**config.mk**
```make
export PLATFORM = sky130hd
export DESIGN_NAME = cond_eval
export DESIGN_NICKNAME = d
export VERILOG_FILES = /design/src/rtl/cond_eval_pkg.sv /design/src/rtl/cond_base_terms.sv /design/src/rtl/cond_sense_select.sv /design/src/rtl/cond_eval.sv
export SDC_FILE = /design/constraint.sdc
export NUM_CORES = 1
export LEC_CHECK = 0
export BUFFER_PORTS_ARGS = -buffer_cell sky130_fd_sc_hd__buf_2
export CAP_MARGIN = 20
export CORE_AREA = 2 2 39 41
export DETAILED_ROUTE_END_ITERATION = 7
export DIE_AREA = 0 0 41 43
export GPL_TIMING_DRIVEN = 1
export PLACE_DENSITY_LB_ADDON = 0.1
export SLEW_MARGIN = 15
export SYNTH_ARGS = -nofsm -noshare
export SYNTH_HDL_FRONTEND = slang
export SYNTH_SLANG_ARGS = --single-unit
export TNS_END_PERCENT = 30
```
**constraint.sdc**
```tcl
create_clock -name vclk -period 0.9
set_input_delay 0 -clock vclk [all_inputs]
set_output_delay 0 -clock vclk [all_outputs]
set_load 0.005 [all_outputs]
```
**src/rtl/cond_eval_pkg.sv**
```systemverilog
// Package: shared widths and condition selector names for the evaluator.
// Assumes a 4-bit selector whose top three bits pick a base predicate and
// whose bottom bit inverts it.
package cond_eval_pkg;

    localparam int CODE_W   = 4;
    localparam int BASE_W   = CODE_W - 1;
    localparam int NUM_BASE = 2 ** BASE_W;

    typedef enum logic [CODE_W-1:0] {
        CND_ZSET  = 4'b0000,
        CND_ZCLR  = 4'b0001,
        CND_CSET  = 4'b0010,
        CND_CCLR  = 4'b0011,
        CND_NSET  = 4'b0100,
        CND_NCLR  = 4'b0101,
        CND_VSET  = 4'b0110,
        CND_VCLR  = 4'b0111,
        CND_UHI   = 4'b1000,
        CND_ULS   = 4'b1001,
        CND_SGE   = 4'b1010,
        CND_SLT   = 4'b1011,
        CND_SGT   = 4'b1100,
        CND_SLE   = 4'b1101,
        CND_ALWAYS = 4'b1110,
        CND_RSVD  = 4'b1111
    } cond_sel_e;

    typedef struct packed {
        logic n;
        logic z;
        logic c;
        logic v;
    } flag_set_t;

endpackage

```
**src/rtl/cond_base_terms.sv**
```systemverilog
// Module: cond_base_terms
// Computes the eight base predicates, one per even selector code, from
// the status flags. Slot 7 is the unconditional term. Purely combinational;
// assumes the flags are already stable for the cycle.
module cond_base_terms
    import cond_eval_pkg::*;
(
    input  flag_set_t             flags,
    output logic [NUM_BASE-1:0]   term
);

    logic sign_match;

    // Signed relations agree when sign and overflow are equal.
    always_comb sign_match = ~(flags.n ^ flags.v);

    // One predicate per base slot, indexed by selector bits [3:1].
    always_comb begin
        term    = '0;
        term[0] = flags.z;
        term[1] = flags.c;
        term[2] = flags.n;
        term[3] = flags.v;
        term[4] = flags.c & ~flags.z;
        term[5] = sign_match;
        term[6] = ~flags.z & sign_match;
        term[7] = 1'b1;
    end

    // R5/R6 guard: the combined terms follow their defining flags.
    always_comb begin
        p_uhi_r5: assert (term[4] == (flags.c && !flags.z));
        p_sge_r6: assert (term[5] == (flags.n == flags.v));
    end

endmodule

```
**src/rtl/cond_sense_select.sv**
```systemverilog
// Module: cond_sense_select
// Picks one base predicate with a one-hot decode of the selector's upper
// bits and applies the inversion bit. Assumes slot NUM_BASE-1 is the
// always-true term, so its inverted code yields 0 (the reserved code).
module cond_sense_select
    import cond_eval_pkg::*;
(
    input  logic [NUM_BASE-1:0] term,
    input  logic [BASE_W-1:0]   base_sel,
    input  logic                invert,
    output logic                pass
);

    logic [NUM_BASE-1:0] hit;
    logic                raw;

    // One gated term per slot; only the selected slot can be nonzero.
    for (genvar gi = 0; gi < NUM_BASE; gi++) begin : g_slot
        always_comb hit[gi] = term[gi] & (base_sel == BASE_W'(gi));
    end

    // Merge the gated slots and apply the sense bit.
    always_comb begin
        raw  = |hit;
        pass = raw ^ invert;
    end

    // R10 guard: at most one slot is ever enabled.
    always_comb begin
        p_onehot_r10: assert ($onehot0(hit));
    end

endmodule

```
**src/rtl/cond_eval.sv**
```systemverilog
// Module: cond_eval (top)
// Condition code evaluator: the four status flags and a 4-bit selector
// give one pass bit. Combinational with no clock or reset. Assumes the
// flags come from an external flag register that is valid this cycle.
module cond_eval
    import cond_eval_pkg::*;
(
    input  logic              flag_n,
    input  logic              flag_z,
    input  logic              flag_c,
    input  logic              flag_v,
    input  logic [CODE_W-1:0] cond_code,
    output logic              cond_pass
);

    flag_set_t             flags;
    logic [NUM_BASE-1:0]   term;
    cond_sel_e             sel;

    // Bundle the flag pins and name the selector.
    always_comb begin
        flags.n = flag_n;
        flags.z = flag_z;
        flags.c = flag_c;
        flags.v = flag_v;
        sel     = cond_sel_e'(cond_code);
    end

    cond_base_terms u_terms (
        .flags (flags),
        .term  (term)
    );

    cond_sense_select u_select (
        .term     (term),
        .base_sel (cond_code[CODE_W-1:1]),
        .invert   (cond_code[0]),
        .pass     (cond_pass)
    );

    // Port-level checks of selected conditions against the flag pins.
    always_comb begin
        if (sel == CND_ZSET)   p_zset_r1:   assert (cond_pass == flag_z);
        if (sel == CND_SGT)    p_sgt_r7:    assert (cond_pass == (!flag_z && (flag_n == flag_v)));
        if (sel == CND_ALWAYS) p_always_r8: assert (cond_pass);
        if (sel == CND_RSVD)   p_rsvd_r9:   assert (!cond_pass);
    end

endmodule

```
# [After elaboration in Yosys (flattened, before gate mapping)]
# Index checks and enable logic that the tools add are counted.
[word_totals] regBits=0 inputBits=8 output_inout_bits=1 wordCells=22
[op_classes] n_eq_ne=7 bitwise=13 n_reduce_logical=2
[ops] op="$eq 3x3->1 const B" count=4
[ops] op="$and 1x1->1" count=9
[ops] op="$reduce_or 8->1" count=1
[ops] op="$eq 3x2->1 const B" count=2
[ops] op="$eq 3x1->1 const B" count=1
[ops] op="$logic_not 3->1" count=1
[ops] op="$not 1->1" count=2
[ops] op="$xor 1x1->1" count=2

# [Longest topological paths before layout]
[depth] depth_word=6 depth_mapped=4 mapped_depth_nobuf=4

# [Hierarchy]
# Synthesis repeated with hierarchy kept, for this count alone.
[hier_totals] cells_unflattened=17 hier_area_um2=148.9
[modules_own_cells] mod="cond_sense_select" instances=1 cells_each=7 area_each_um2=76.3 seq_area_each_um2=0.0
[modules_own_cells] mod="cond_base_terms" instances=1 cells_each=10 area_each_um2=72.6 seq_area_each_um2=0.0

# [Least setup slack after synthesis]
# OpenSTA, ideal clock, no wires.
[synth_timing] path_kind="input to output" startpoint="in cond_code[2]" endpoint="out cond_pass" t_arrival_ps=784 required_time_ps=900 slack_ps=116 path_stages=4 path_cell_list="nor4b_2 > a21oi_1 > a311oi_1 > xor2_1"
[synth_between] elab_chain_cells=4
[synth_rtl] element="from (decl)" line_no="cond_eval.sv:12" source="input logic [CODE_W-1:0] cond_code,"
[synth_rtl] element="$eq 3x1->1 (tied with other cells)" line_no="cond_sense_select.sv:19" source="always_comb hit[gi] = term[gi] & (base_sel == BASE_W'(gi));"
[synth_rtl] element="$and 1x1->1" line_no="cond_sense_select.sv:19"
[synth_rtl] element="$reduce_or 8->1 (*)" line_no="cond_sense_select.sv:24" source="raw = |hit;"
[synth_rtl] element="$xor 1x1->1 (*)" line_no="cond_sense_select.sv:25" source="pass = raw ^ invert;"
[synth_rtl] element="to (decl)" line_no="cond_eval.sv:13" source="output logic cond_pass"
# Every way passes the cells marked *; elsewhere a longest branch is shown, timed or not.

# [Worst setup path in the final report]
[layout_timing] startpoint="in cond_code[1]" endpoint="out cond_pass"
# Same word-level chain as after synthesis.

==> impl_metrics.csv <==
group,metric,value,unit
worst_setup_path,end_kind,"output port",
timing,finalCriticalPeriod,0.962,ns
timing,hold_viol_final,0,
detailed_routing,vias_per_cell,3.61,
timing,fmax,1.04,GHz
die,dieArea,1760,sq um
worst_setup_path,worstPathArrival,0.96,ns
global_route,grt_pass1_wl,607,um
cells_and_area,fin_util,19.0,%
worst_setup_path,path_max_fanout,5,
timing,setup_viol,1,
timing,rsz0062_at_grt,"yes",
timing,layout_setup_ws,-0.0620,ns
worst_setup_path,start_kind,"primary input",
timing,finalSetupTns,-0.0620,ns
cells_and_area,area_growth,188,%
power,power.density,463,nW/um^2
placement,port-buffer-count,9,
die,coreArea,1380,sq um
die,io_pins,9,
timing,period_share,107,%
timing,drv_slew,0,
status,violations,"negative setup slack",
cells_and_area,seqCellArea,0,sq um
min_path,worst_hold_path_type,"in -> out",
detailed_routing,vias,137,
global_route,grt_pass1_vias,145,
synth,synthesis.area,91.3,sq um
placement,finalWeightedCongestion,0.683,
timing,max-slew-margin-rel,82.6,%
power,power.leakage,0.101,nW
die,start_util,6.60,%
synth,syn-num-nets,19,
power,ir_drop,0.126,mV
detailed_routing,ant_nets,0,
die,die_h,43,um
clocking,cts_setup_buffers,0,
synth,synth_cells,11,
synth,avgSynthCellArea,8.30,sq um
synth,synth_warnings,0,
synth,synth_cell_types,11,
timing,hold_ws,0.246,ns
worst_setup_path,crit_required,0.90,ns
worst_setup_path,crit_end,"cond_pass",
detailed_routing,drt_iter0_drc,0,
timing,max_slew.worst_pin.slew,0.261,ns
global_route,track_usage,4.50,%
cells_and_area,n_fill_cell,157,
die,dieWidth,41,um
cells_and_area,num_antenna_cells,0,
cells_and_area,layout.nets,32,
global_route,grt-ovfl-total,0,
job,maxCapViolations,0,
detailed_routing,wire_per_inst,8.92,um
placement,dp_worst_setup_slack,-0.168,ns
synth,seq_area_frac_synth,0,%
cells_and_area,n_clock_buffer,0,
die,num_rows,14,
status,outcome,"finished with violations",
detailed_routing,first_pass_iters,1,
global_route,grt_max_degree,6,
cells_and_area,drive_gt1_share,86.4,%
global_route,antenna_found_initial,0,
detailed_routing,drc,0,
worst_setup_path,crit_type,"in -> out",
cells_and_area,flops_and_latches,0,
power,finalPower,0.122,mW
detailed_routing,totalWireLength,339,um
worst_setup_path,cp-startpoint,"cond_code[1]",
==> report_power, final <==
part	switching, mW	total (mW)	internal (mW)
Combinational	0.0479	0.122	0.0739
Sequential	0	0	0
Clock	0	0	0
==> area by class of cell <==
class / count / area (sq um) / area share, %
Tap cell: 16 / 20.0 / 7.62
Timing Repair Buffer: 11 / 96.3 / 36.7
Multi-Input combinational cell: 11 / 146 / 55.7
==> synthesized netlist by cell type <==
master / number / area, sq um
a2111oi_0: 1 / 8.76
a21oi_1: 1 / 5.00
a311oi_1: 1 / 8.76
mux2_1: 1 / 11.3
nand2_1: 1 / 3.75
nor2b_1: 1 / 6.26
nor3b_1: 1 / 7.51
nor4b_2: 1 / 15.0
o211ai_1: 1 / 7.51
xnor2_1: 1 / 8.76
xor2_1: 1 / 8.76
==> routing by layer <==
metal	share of wire (%)	vias to the layer above	global-route usage, %	wire length, um
met3	13	0	1.05	45
met5	0	-	0	0
li1	-	68	-	-
met4	0	0	0	0
met1	40	62	6.01	135
met2	47	7	7.50	159
==> worst min-delay path by stage <==
| stage | start | end | slack, ns | cells after the start |
|---|---|---|---|---|
| CTS | cond_code[0] | cond_pass | 0.25 | 3 |
| finish | cond_code[0] | cond_pass | 0.25 | 3 |
| floorplan | cond_code[0] | cond_pass | 0.06 | 1 |
| detailed placement | cond_code[0] | cond_pass | 0.25 | 3 |
| global route | cond_code[0] | cond_pass | 0.27 | 3 |
| global placement | cond_code[0] | cond_pass | 0.25 | 3 |
==> metrics by stage <==
stage,cells,cell area [sq um]
2_1_floorplan,11,91.3
3_3_place_gp,38,171
3_5_place_dp,38,171
4_1_cts,38,220
5_1_grt,38,263
6_report,38,263
==> kinds of logic (layout without fill, tap and decap cells) <==
family          Yosys count  count (layout)  share of synthesized area (%)
compound gates            4               4                           32.9
buf+inv                   0              11                              0
xor+xnor                  2               2                           19.2
mux                       1               1                           12.3
simple gates              4               4                           35.6
==> timing repair <==
action / CTS / global route
hold buffers: 0 / 0
hold endpoints to repair: 0 / 0
setup endpoints to repair: 1 / 1
gates resized for setup: 12 / 8
pin swaps: 6 / 1
==> worst max-delay path, stage by stage <==
cell,delay [ns]
buf_8,0.11
mux2_4,0.29
nor3b_2,0.20
a311oi_2,0.06
xor2_1,0.17
buf_2,0.13
==> cells in the final DEF (no fill, tap or decap) <==
cell	instances
nand2_2	1
xor2_1	1
buf_2	5
a311oi_2	1
buf_8	2
a2111oi_4	1
mux2_4	1
o211ai_1	1
xnor2_2	1
nor3b_2	1
nor2b_2	1
a21oi_1	1
nor4b_4	1
buf_6	3
buf_4	1
Note: power is estimated with default switching activity, not from simulation.
